--- config.mk ---
export PLATFORM = sky130hd
export DESIGN_NAME = ata_pio_seq
export DESIGN_NICKNAME = d
export VERILOG_FILES = /design/src/rtl/ata_pio_pkg.sv /design/src/rtl/ata_pio_sync.sv /design/src/rtl/ata_pio_mode_pick.sv /design/src/rtl/ata_pio_timing.sv /design/src/rtl/ata_pio_seq.sv
export SDC_FILE = /design/constraint.sdc
export NUM_CORES = 1
export LEC_CHECK = 0
export BUFFER_PORTS_ARGS = -buffer_cell sky130_fd_sc_hd__buf_4
export CORE_ASPECT_RATIO = 1.2
export CORE_MARGIN = 2
export CORE_UTILIZATION = 45
export DETAILED_ROUTE_END_ITERATION = 10
export PLACE_DENSITY = 0.69
export SLEW_MARGIN = 20
export SYNTH_ARGS = -nofsm -noshare
export SYNTH_HDL_FRONTEND = slang
export SYNTH_HIERARCHICAL = 1
export SYNTH_SLANG_ARGS = --single-unit
--- constraint.sdc ---
create_clock -name clk -period 5.5 [get_ports clk]
set_input_delay 0.275 -clock clk [delete_from_list [all_inputs] [get_ports clk]]
set_output_delay 0.275 -clock clk [all_outputs]
set_load 0.01 [all_outputs]
--- src/rtl/ata_pio_pkg.sv ---
package ata_pio_pkg;

  localparam int unsigned NUM_MODES = 5;
  localparam logic [4:0]  DATA_REG_CODE = 5'h10;

  typedef enum logic [2:0] {
    ST_IDLE,
    ST_SETUP,
    ST_ACTIVE,
    ST_WAIT,
    ST_RECOV
  } seq_state_t;

  // Modes beyond the supported range fall back to the slowest one
  function automatic logic [2:0] norm_mode(input logic [2:0] m);
    return (m > 3'd4) ? 3'd0 : m;
  endfunction

  function automatic logic [1:0] wait_states(input logic [2:0] m);
    logic [1:0] ws;
    case (norm_mode(m))
      3'd0:       ws = 2'd3;
      3'd1, 3'd2: ws = 2'd2;
      default:    ws = 2'd1;
    endcase
    return ws;
  endfunction

endpackage

--- src/rtl/ata_pio_sync.sv ---
module ata_pio_sync #(
  parameter int unsigned STAGES = 2
) (
  input  logic clk,
  input  logic rst_n,
  input  logic d_i,
  output logic q_o
);

  generate
    if (STAGES < 2) begin : g_single
      logic s_q;
      always_ff @(posedge clk or negedge rst_n) begin
        if (!rst_n) s_q <= 1'b0;
        else        s_q <= d_i;
      end
      assign q_o = s_q;
    end else begin : g_chain
      logic [STAGES-1:0] chain_q;
      always_ff @(posedge clk or negedge rst_n) begin
        if (!rst_n) chain_q <= '0;
        else        chain_q <= {chain_q[STAGES-2:0], d_i};
      end
      assign q_o = chain_q[STAGES-1];
    end
  endgenerate

endmodule

--- src/rtl/ata_pio_mode_pick.sv ---
module ata_pio_mode_pick
  import ata_pio_pkg::*;
(
  input  logic [2:0] dev0_mode_i,
  input  logic [2:0] dev1_mode_i,
  input  logic       dev1_present_i,
  input  logic       dev_sel_i,
  input  logic [4:0] addr_i,
  output logic [2:0] mode_o
);

  logic [2:0] m0, m1, own, slow, shared;

  always_comb begin
    m0     = norm_mode(dev0_mode_i);
    m1     = norm_mode(dev1_mode_i);
    own    = dev_sel_i ? m1 : m0;
    slow   = (m0 < m1) ? m0 : m1;
    shared = dev1_present_i ? slow : own;
    mode_o = (addr_i == DATA_REG_CODE) ? own : shared;
  end

endmodule

--- src/rtl/ata_pio_timing.sv ---
module ata_pio_timing
  import ata_pio_pkg::*;
#(
  parameter int unsigned CW = 8,
  parameter int unsigned SETUP_CYC  [NUM_MODES] = '{18, 13, 8, 8, 7},
  parameter int unsigned ACTIVE_CYC [NUM_MODES] = '{42, 32, 25, 20, 18},
  parameter int unsigned RECOV_CYC  [NUM_MODES] = '{92, 52, 28, 18, 7}
) (
  input  logic [2:0]    mode_i,
  output logic [CW-1:0] setup_o,
  output logic [CW-1:0] active_o,
  output logic [CW-1:0] recov_o
);

  logic [CW-1:0] tbl_setup  [NUM_MODES];
  logic [CW-1:0] tbl_active [NUM_MODES];
  logic [CW-1:0] tbl_recov  [NUM_MODES];

  // A zero count would underflow the phase counter; clamp to one cycle
  generate
    for (genvar g = 0; g < NUM_MODES; g++) begin : g_tbl
      assign tbl_setup[g]  = CW'((SETUP_CYC[g]  == 0) ? 1 : SETUP_CYC[g]);
      assign tbl_active[g] = CW'((ACTIVE_CYC[g] == 0) ? 1 : ACTIVE_CYC[g]);
      assign tbl_recov[g]  = CW'((RECOV_CYC[g]  == 0) ? 1 : RECOV_CYC[g]);
    end
  endgenerate

  always_comb begin
    setup_o  = tbl_setup[0];
    active_o = tbl_active[0];
    recov_o  = tbl_recov[0];
    for (int i = 0; i < NUM_MODES; i++) begin
      if (mode_i == 3'(i)) begin
        setup_o  = tbl_setup[i];
        active_o = tbl_active[i];
        recov_o  = tbl_recov[i];
      end
    end
  end

endmodule

--- src/rtl/ata_pio_seq.sv ---
module ata_pio_seq
  import ata_pio_pkg::*;
#(
  parameter int unsigned CW          = 8,
  parameter int unsigned TOW         = 12,
  parameter int unsigned SYNC_STAGES = 2,
  parameter int unsigned SETUP_CYC  [NUM_MODES] = '{18, 13, 8, 8, 7},
  parameter int unsigned ACTIVE_CYC [NUM_MODES] = '{42, 32, 25, 20, 18},
  parameter int unsigned RECOV_CYC  [NUM_MODES] = '{92, 52, 28, 18, 7}
) (
  input  logic           clk,
  input  logic           rst_n,
  input  logic           req_valid_i,
  input  logic           req_write_i,
  input  logic           req_dev_i,
  input  logic [4:0]     req_addr_i,
  input  logic [15:0]    req_wdata_i,
  output logic           req_ack_o,
  input  logic [2:0]     dev0_mode_i,
  input  logic [2:0]     dev1_mode_i,
  input  logic           dev1_present_i,
  input  logic [TOW-1:0] iordy_limit_i,
  output logic           busy_o,
  output logic           done_o,
  output logic           err_o,
  output logic [15:0]    rd_data_o,
  output logic [1:0]     wait_states_o,
  output logic           cs0_n_o,
  output logic           cs1_n_o,
  output logic [2:0]     da_o,
  output logic           dior_n_o,
  output logic           diow_n_o,
  output logic [15:0]    dd_o,
  output logic           dd_oe_o,
  input  logic [15:0]    dd_i,
  input  logic           iordy_i
);

  seq_state_t     state_q, state_d;
  logic [CW-1:0]  cnt_q, cnt_d;
  logic [TOW-1:0] wcnt_q, wcnt_d;
  logic [4:0]     addr_q, addr_d;
  logic           write_q, write_d;
  logic [15:0]    wdata_q, wdata_d;
  logic [2:0]     mode_q, mode_d;
  logic [15:0]    rdata_q, rdata_d;
  logic           err_q, err_d;
  logic           done_q, done_d;
  logic [1:0]     ws_q, ws_d;
  logic           cs0_n_q, cs0_n_d, cs1_n_q, cs1_n_d;
  logic [2:0]     da_q, da_d;
  logic           dior_n_q, dior_n_d, diow_n_q, diow_n_d;
  logic           oe_q, oe_d;

  logic           accept;
  logic           iordy_s;
  logic [2:0]     req_mode;
  logic [CW-1:0]  setup_len, active_len, recov_len;
  logic           req_is_data, cur_is_data;
  logic           strobe_phase_d;

  ata_pio_sync #(.STAGES(SYNC_STAGES)) u_sync (
    .clk   (clk),
    .rst_n (rst_n),
    .d_i   (iordy_i),
    .q_o   (iordy_s)
  );

  ata_pio_mode_pick u_pick (
    .dev0_mode_i    (dev0_mode_i),
    .dev1_mode_i    (dev1_mode_i),
    .dev1_present_i (dev1_present_i),
    .dev_sel_i      (req_dev_i),
    .addr_i         (req_addr_i),
    .mode_o         (req_mode)
  );

  ata_pio_timing #(
    .CW         (CW),
    .SETUP_CYC  (SETUP_CYC),
    .ACTIVE_CYC (ACTIVE_CYC),
    .RECOV_CYC  (RECOV_CYC)
  ) u_timing (
    .mode_i   (mode_q),
    .setup_o  (setup_len),
    .active_o (active_len),
    .recov_o  (recov_len)
  );

  assign accept      = req_valid_i && (state_q == ST_IDLE);
  assign req_is_data = (req_addr_i == DATA_REG_CODE);
  assign cur_is_data = (addr_q == DATA_REG_CODE);

  // Next-state logic
  always_comb begin
    state_d = state_q;
    cnt_d   = cnt_q;
    wcnt_d  = wcnt_q;
    addr_d  = addr_q;
    write_d = write_q;
    wdata_d = wdata_q;
    mode_d  = mode_q;
    rdata_d = rdata_q;
    err_d   = err_q;
    ws_d    = ws_q;
    done_d  = 1'b0;

    case (state_q)
      ST_IDLE: begin
        if (accept) begin
          state_d = ST_SETUP;
          cnt_d   = '0;
          addr_d  = req_addr_i;
          write_d = req_write_i;
          wdata_d = req_is_data ? req_wdata_i : {8'h00, req_wdata_i[7:0]};
          mode_d  = req_mode;
          ws_d    = wait_states(req_mode);
          err_d   = 1'b0;
        end
      end
      ST_SETUP: begin
        if (cnt_q == setup_len - 1'b1) begin
          state_d = ST_ACTIVE;
          cnt_d   = '0;
        end else begin
          cnt_d = cnt_q + 1'b1;
        end
      end
      ST_ACTIVE: begin
        if (cnt_q == active_len - 1'b1) begin
          state_d = ST_WAIT;
          cnt_d   = '0;
          wcnt_d  = '0;
        end else begin
          cnt_d = cnt_q + 1'b1;
        end
      end
      ST_WAIT: begin
        if (iordy_s || (wcnt_q == iordy_limit_i)) begin
          state_d = ST_RECOV;
          err_d   = !iordy_s;
          rdata_d = cur_is_data ? dd_i : {8'h00, dd_i[7:0]};
        end else begin
          wcnt_d = wcnt_q + 1'b1;
        end
      end
      ST_RECOV: begin
        if (cnt_q == recov_len - 1'b1) begin
          state_d = ST_IDLE;
          cnt_d   = '0;
          done_d  = 1'b1;
        end else begin
          cnt_d = cnt_q + 1'b1;
        end
      end
      default: state_d = ST_IDLE;
    endcase
  end

  // Bus pin next values, registered so strobes never glitch
  always_comb begin
    strobe_phase_d = (state_d == ST_ACTIVE) || (state_d == ST_WAIT);
    if (state_d == ST_IDLE) begin
      cs0_n_d = 1'b1;
      cs1_n_d = 1'b1;
      da_d    = 3'd0;
    end else begin
      cs0_n_d = addr_d[3];
      cs1_n_d = addr_d[4];
      da_d    = addr_d[2:0];
    end
    dior_n_d = !(strobe_phase_d && !write_d);
    diow_n_d = !(strobe_phase_d && write_d);
    oe_d     = write_d && (strobe_phase_d || (state_d == ST_RECOV));
  end

  // Control and pin registers
  always_ff @(posedge clk or negedge rst_n) begin
    if (!rst_n) begin
      state_q  <= ST_IDLE;
      cnt_q    <= '0;
      wcnt_q   <= '0;
      done_q   <= 1'b0;
      err_q    <= 1'b0;
      cs0_n_q  <= 1'b1;
      cs1_n_q  <= 1'b1;
      da_q     <= 3'd0;
      dior_n_q <= 1'b1;
      diow_n_q <= 1'b1;
      oe_q     <= 1'b0;
    end else begin
      state_q  <= state_d;
      cnt_q    <= cnt_d;
      wcnt_q   <= wcnt_d;
      done_q   <= done_d;
      err_q    <= err_d;
      cs0_n_q  <= cs0_n_d;
      cs1_n_q  <= cs1_n_d;
      da_q     <= da_d;
      dior_n_q <= dior_n_d;
      diow_n_q <= diow_n_d;
      oe_q     <= oe_d;
    end
  end

  // Request capture, enabled on accept only
  always_ff @(posedge clk or negedge rst_n) begin
    if (!rst_n) begin
      addr_q  <= 5'd0;
      write_q <= 1'b0;
      wdata_q <= 16'd0;
      mode_q  <= 3'd0;
      ws_q    <= 2'd3;
    end else if (accept) begin
      addr_q  <= addr_d;
      write_q <= write_d;
      wdata_q <= wdata_d;
      mode_q  <= mode_d;
      ws_q    <= ws_d;
    end
  end

  // Read data capture, enabled at strobe release
  always_ff @(posedge clk or negedge rst_n) begin
    if (!rst_n) begin
      rdata_q <= 16'd0;
    end else if ((state_q == ST_WAIT) && (state_d == ST_RECOV)) begin
      rdata_q <= rdata_d;
    end
  end

  assign req_ack_o     = accept;
  assign busy_o        = (state_q != ST_IDLE);
  assign done_o        = done_q;
  assign err_o         = err_q;
  assign rd_data_o     = rdata_q;
  assign wait_states_o = ws_q;
  assign cs0_n_o       = cs0_n_q;
  assign cs1_n_o       = cs1_n_q;
  assign da_o          = da_q;
  assign dior_n_o      = dior_n_q;
  assign diow_n_o      = diow_n_q;
  assign dd_o          = wdata_q;
  assign dd_oe_o       = oe_q;

  // Assertions
  p_idle_quiet_r2: assert property (@(posedge clk) disable iff (!rst_n)
    !busy_o |-> (cs0_n_o && cs1_n_o && dior_n_o && diow_n_o && !dd_oe_o));

  p_one_strobe_r3: assert property (@(posedge clk) disable iff (!rst_n)
    (dior_n_o || diow_n_o));

  p_addr_hold_r1: assert property (@(posedge clk) disable iff (!rst_n)
    (busy_o && $past(busy_o)) |-> ($stable(da_o) && $stable(cs0_n_o) && $stable(cs1_n_o)));

  p_release_cause_r8: assert property (@(posedge clk) disable iff (!rst_n)
    ($rose(dior_n_o) || $rose(diow_n_o)) |-> ($past(iordy_s) || err_o));

  p_done_at_end_r11: assert property (@(posedge clk) disable iff (!rst_n)
    done_o |-> (!busy_o && $past(busy_o)));

  p_ack_starts_r11: assert property (@(posedge clk) disable iff (!rst_n)
    req_ack_o |=> (busy_o && !done_o));

endmodule

==> metrics.csv <==
stage,metric,value,unit
run_status,status,completed,
floorplanning,I/O pins,108,
worst_setup_path,crit start category,register,
job,max cap viols,0,
pwr,leakage,2.75,nW
clock_network,"Hold-fix buffers, CTS",0,
clock_network,PostCTS Resize Cnt,0,
pwr,power per cell area,456,nW/um2
worst_setup_path,internal reg-to-reg setup slack,2.08,ns
clock_network,clk_lat worst skew,0.33,ns
worst_setup_path,Worst path slowest cell,a21oi_1,
pwr,Switching Share,38.2,%
yosys,top_reg_cell synth,dfrtp_1,
clock_network,CTS clock-pin slew for the worst setup and hold paths,0.06,ns
clock_network,Clock Root Buffer,clkbuf_16,
worst_setup_path,Worst Path Buf+Inv,1,
pwr,total power,2.63,mW
cells_and_area,post-route cell area,5780,um2
global_routing,initial antenna violation count,0,
worst_hold_path,Worst Hold Depth,1,
floorplanning,CORE AREA,10100,um2
cells_and_area,nets@finish,706,
floorplanning,Die ar.,11200,um2
cells_and_area,number of diodes,0,
worst_setup_path,WP data required,5.71,ns
cells_and_area,Area Growth Syn to Fin,23.7,%
global_routing,final global-route overflow total,0,
floorplanning,row count,40,
routing,DR iter-0 viols,199,
floorplanning,initial core utilization,46.4,%
pwr,Sw Pwr,1.00,mW
timing,Rel. slew slack,36.0,%
worst_setup_path,crit-path leading delay family,compound AO/OA/AOI/OAI gates,
timing,RSZ-0062 raised after global routing,false,
timing,FMAX,292,MHz
placement,half-perimeter wire length after placement,8250,um
placement,GPL Wtd Cong,0.843,
routing,DRC Markers,0,
yosys,"Seq/Total Area, Yosys",42.0,%
floorplanning,Die W,97,um
pwr,Seq pwr share,33.9,%
yosys,Seq cells post-synth,78,
routing,Routed met1 length,4570,um
timing,Sum Neg Setup Slack,0,ns
yosys,most common cell in the netlist,nand2_1,
clock_network,CTS tree,done,
timing,Period minus WS final,3.42,ns
yosys,Syn. warnings,6,
worst_setup_path,CP Capture Type,register,
worst_setup_path,crit path kind,reg2reg,
clock_network,Setup Buffers After CTS,0,
timing,Tcrit/Tclk final,62.2,%
timing,post-route setup slack,2.08,ns
worst_hold_path,Hold WC Path Type,in2reg,
global_routing,largest net degree at the start of global routing,79,
routing,met3 wire len,568,um
routing,DR pass1 iterations,4,
yosys,syn avg cell area,8.52,um2
worst_setup_path,Worst path max stage delay,0.64,ns
pwr,Pint,1.63,mW
yosys,"EDFF count, synth",0,
yosys,Post-Syn Area,4670,um2
routing,uppermost layer routed,met4,
worst_setup_path,Reg2Reg Depth,10,
timing,final hold vios,0,
cells_and_area,layout cell share with drive strength beyond 1,23.4,%
placement,"worst slack, placed",2.09,ns
routing,post-route antenna net violation count,0,
cells_and_area,final core utilization,57.4,%
yosys,Synth top area share,38.6,%
global_routing,number of global-route vias before repair,3984,
clock_network,CTS buffer count,9,
clock_network,Sink Count,78,
clock_network,htree depth,3,
timing,Final setup viols,0,
worst_setup_path,Crit path arrival time,3.63,ns
yosys,ranking of synthesized cells by area,"dfrtp_1, nand2_1, xnor2_1, xor2_1, dfstp_2",
timing,Worst Skew,0.00709,ns
routing,Post-Route WL,10900,um
placement,Placement Cell Area,5470,um2
timing,Final Slew Violations,0,
pwr,peak supply drop,0.211,mV
timing,Worst Tran Pin Value,0.960,ns
yosys,synth unique cells,62,
yosys,Mapped Cells,548,
global_routing,first-pass GRT wire length,18600,um
routing,met2 wire len,5500,um
worst_setup_path,"Critical Path, Cell by Cell",or3b_4 > inv_2 > a21oi_1 > xor2_1 > xnor2_1 > nand3_1 > a2111oi_2 > a31oi_4 > a2111oi_0 > nor2_1,
routing,vias per cell,5.27,
yosys,"Async S/R FF share, synth",100,%
clock_network,clock buffer depth,2,
worst_setup_path,CP Max Fanout,9,
floorplanning,DIE HEIGHT,116,um
worst_setup_path,path length in cells of the critical path,10,
pwr,clock network fraction of total power,23.6,%
yosys,"top cells by count, synth","nand2_1, dfrtp_1, nor2_1, xnor2_1, o21ai_0",
placement,port buffer count,107,
global_routing,GR Util All Layers,20.3,%
pwr,Logic pwr share,42.5,%
yosys,leading area contributor after synthesis,dfrtp_1,
routing,post-DR wirelength/cell,14.2,um
routing,total vias in the final route,4038,
## power groups by stage
| stage | Clock, mW | Combinational [mW] | Sequential [mW] |
|---|---|---|---|
| global route | 0.658 | 1.27 | 0.918 |
| global placement | 0 | 1.10 | 0.900 |
| detailed placement | 0 | 1.13 | 0.904 |
| floorplan | 0 | 0.811 | 0.874 |
| finish | 0.620 | 1.12 | 0.893 |
| CTS | 0.635 | 1.13 | 0.895 |
## flip-flops by register name (all words and copies together) (netlist names), 2 cells and up
signal                  flops
wait_states_o               2
cnt_q                       8
state_q                     3
dd_o                       16
wcnt_q                     12
mode_q                      3
addr_q                      5
da_o                        3
rd_data_o                  16
u_sync/g_chain.chain_q      2
## through the flow
stage | hold WS, ns | instances
floorplan | -0.0206 | 553
global placement | 0.338 | 751
detailed placement | 0.356 | 751
CTS | 0.0469 | 766
global route | 0.0471 | 766
finish | 0.0570 | 766
## final cells by class
| class | count | area [um2] |
|---|---|---|
| Fill cell | 903 | 4280 |
| Clock buffer | 11 | 233 |
| Clock inverter | 4 | 72.6 |
| Sequential cell | 78 | 1960 |
| Multi-Input combinational cell | 416 | 2450 |
| Timing Repair Buffer | 109 | 818 |
| Tap cell | 126 | 158 |
| Inverter | 22 | 82.6 |
## cell families after synthesis
kind of cell	share of synthesized area (%)
xor+xnor	9.72
simple gates	27.8
buf+inv	5.95
other cells	0.0803
compound gates	11.5
mux	0.857
fa+ha+maj	2.14
flops	42.0
## worst reg2reg max path, delay by kind of cell, from the launching register on
family | cells | cell delay (ns)
compound gates | 4 | 1.88
xor+xnor | 2 | 0.40
simple gates | 3 | 0.50
flops | 1 | 0.45
buf+inv | 1 | 0.07
## layout by cell type (no fill, tap or decap), drive strengths merged, types with 5 or more instances in the layout
master	count
conb	6
a22o	8
buf	109
nor2	40
nor2b	11
inv	22
nand4	8
and2	5
clkbuf	11
o21ai	30
xor2	20
a21oi	15
nand3	16
xnor2	31
or2	7
nor3	14
dfrtp	72
ha	8
nor4	8
nand2	130
or3	6
dfstp	6
a31oi	5
## path summary, 6_finish.rpt
kind,startpoint,end
worst max-delay path,mode_q[2],cnt_q[6]
worst min-delay path,iordy_i,u_sync/g_chain.chain_q[0]
worst max register to register,mode_q[2],cnt_q[6]
worst min register to register,u_sync/g_chain.chain_q[0],u_sync/g_chain.chain_q[1]
max in group asynchronous,rst_n,da_o[0]
min in group asynchronous,rst_n,rd_data_o[13]
## layer usage
layer  vias to the layer above  GRT usage [%]
li1                       2006              -
met1                      1902           24.7
met2                       111           35.1
met3                        19           4.58
met4                         0           8.45
met5                         -              0
Note: power is estimated with default switching activity, not from simulation.
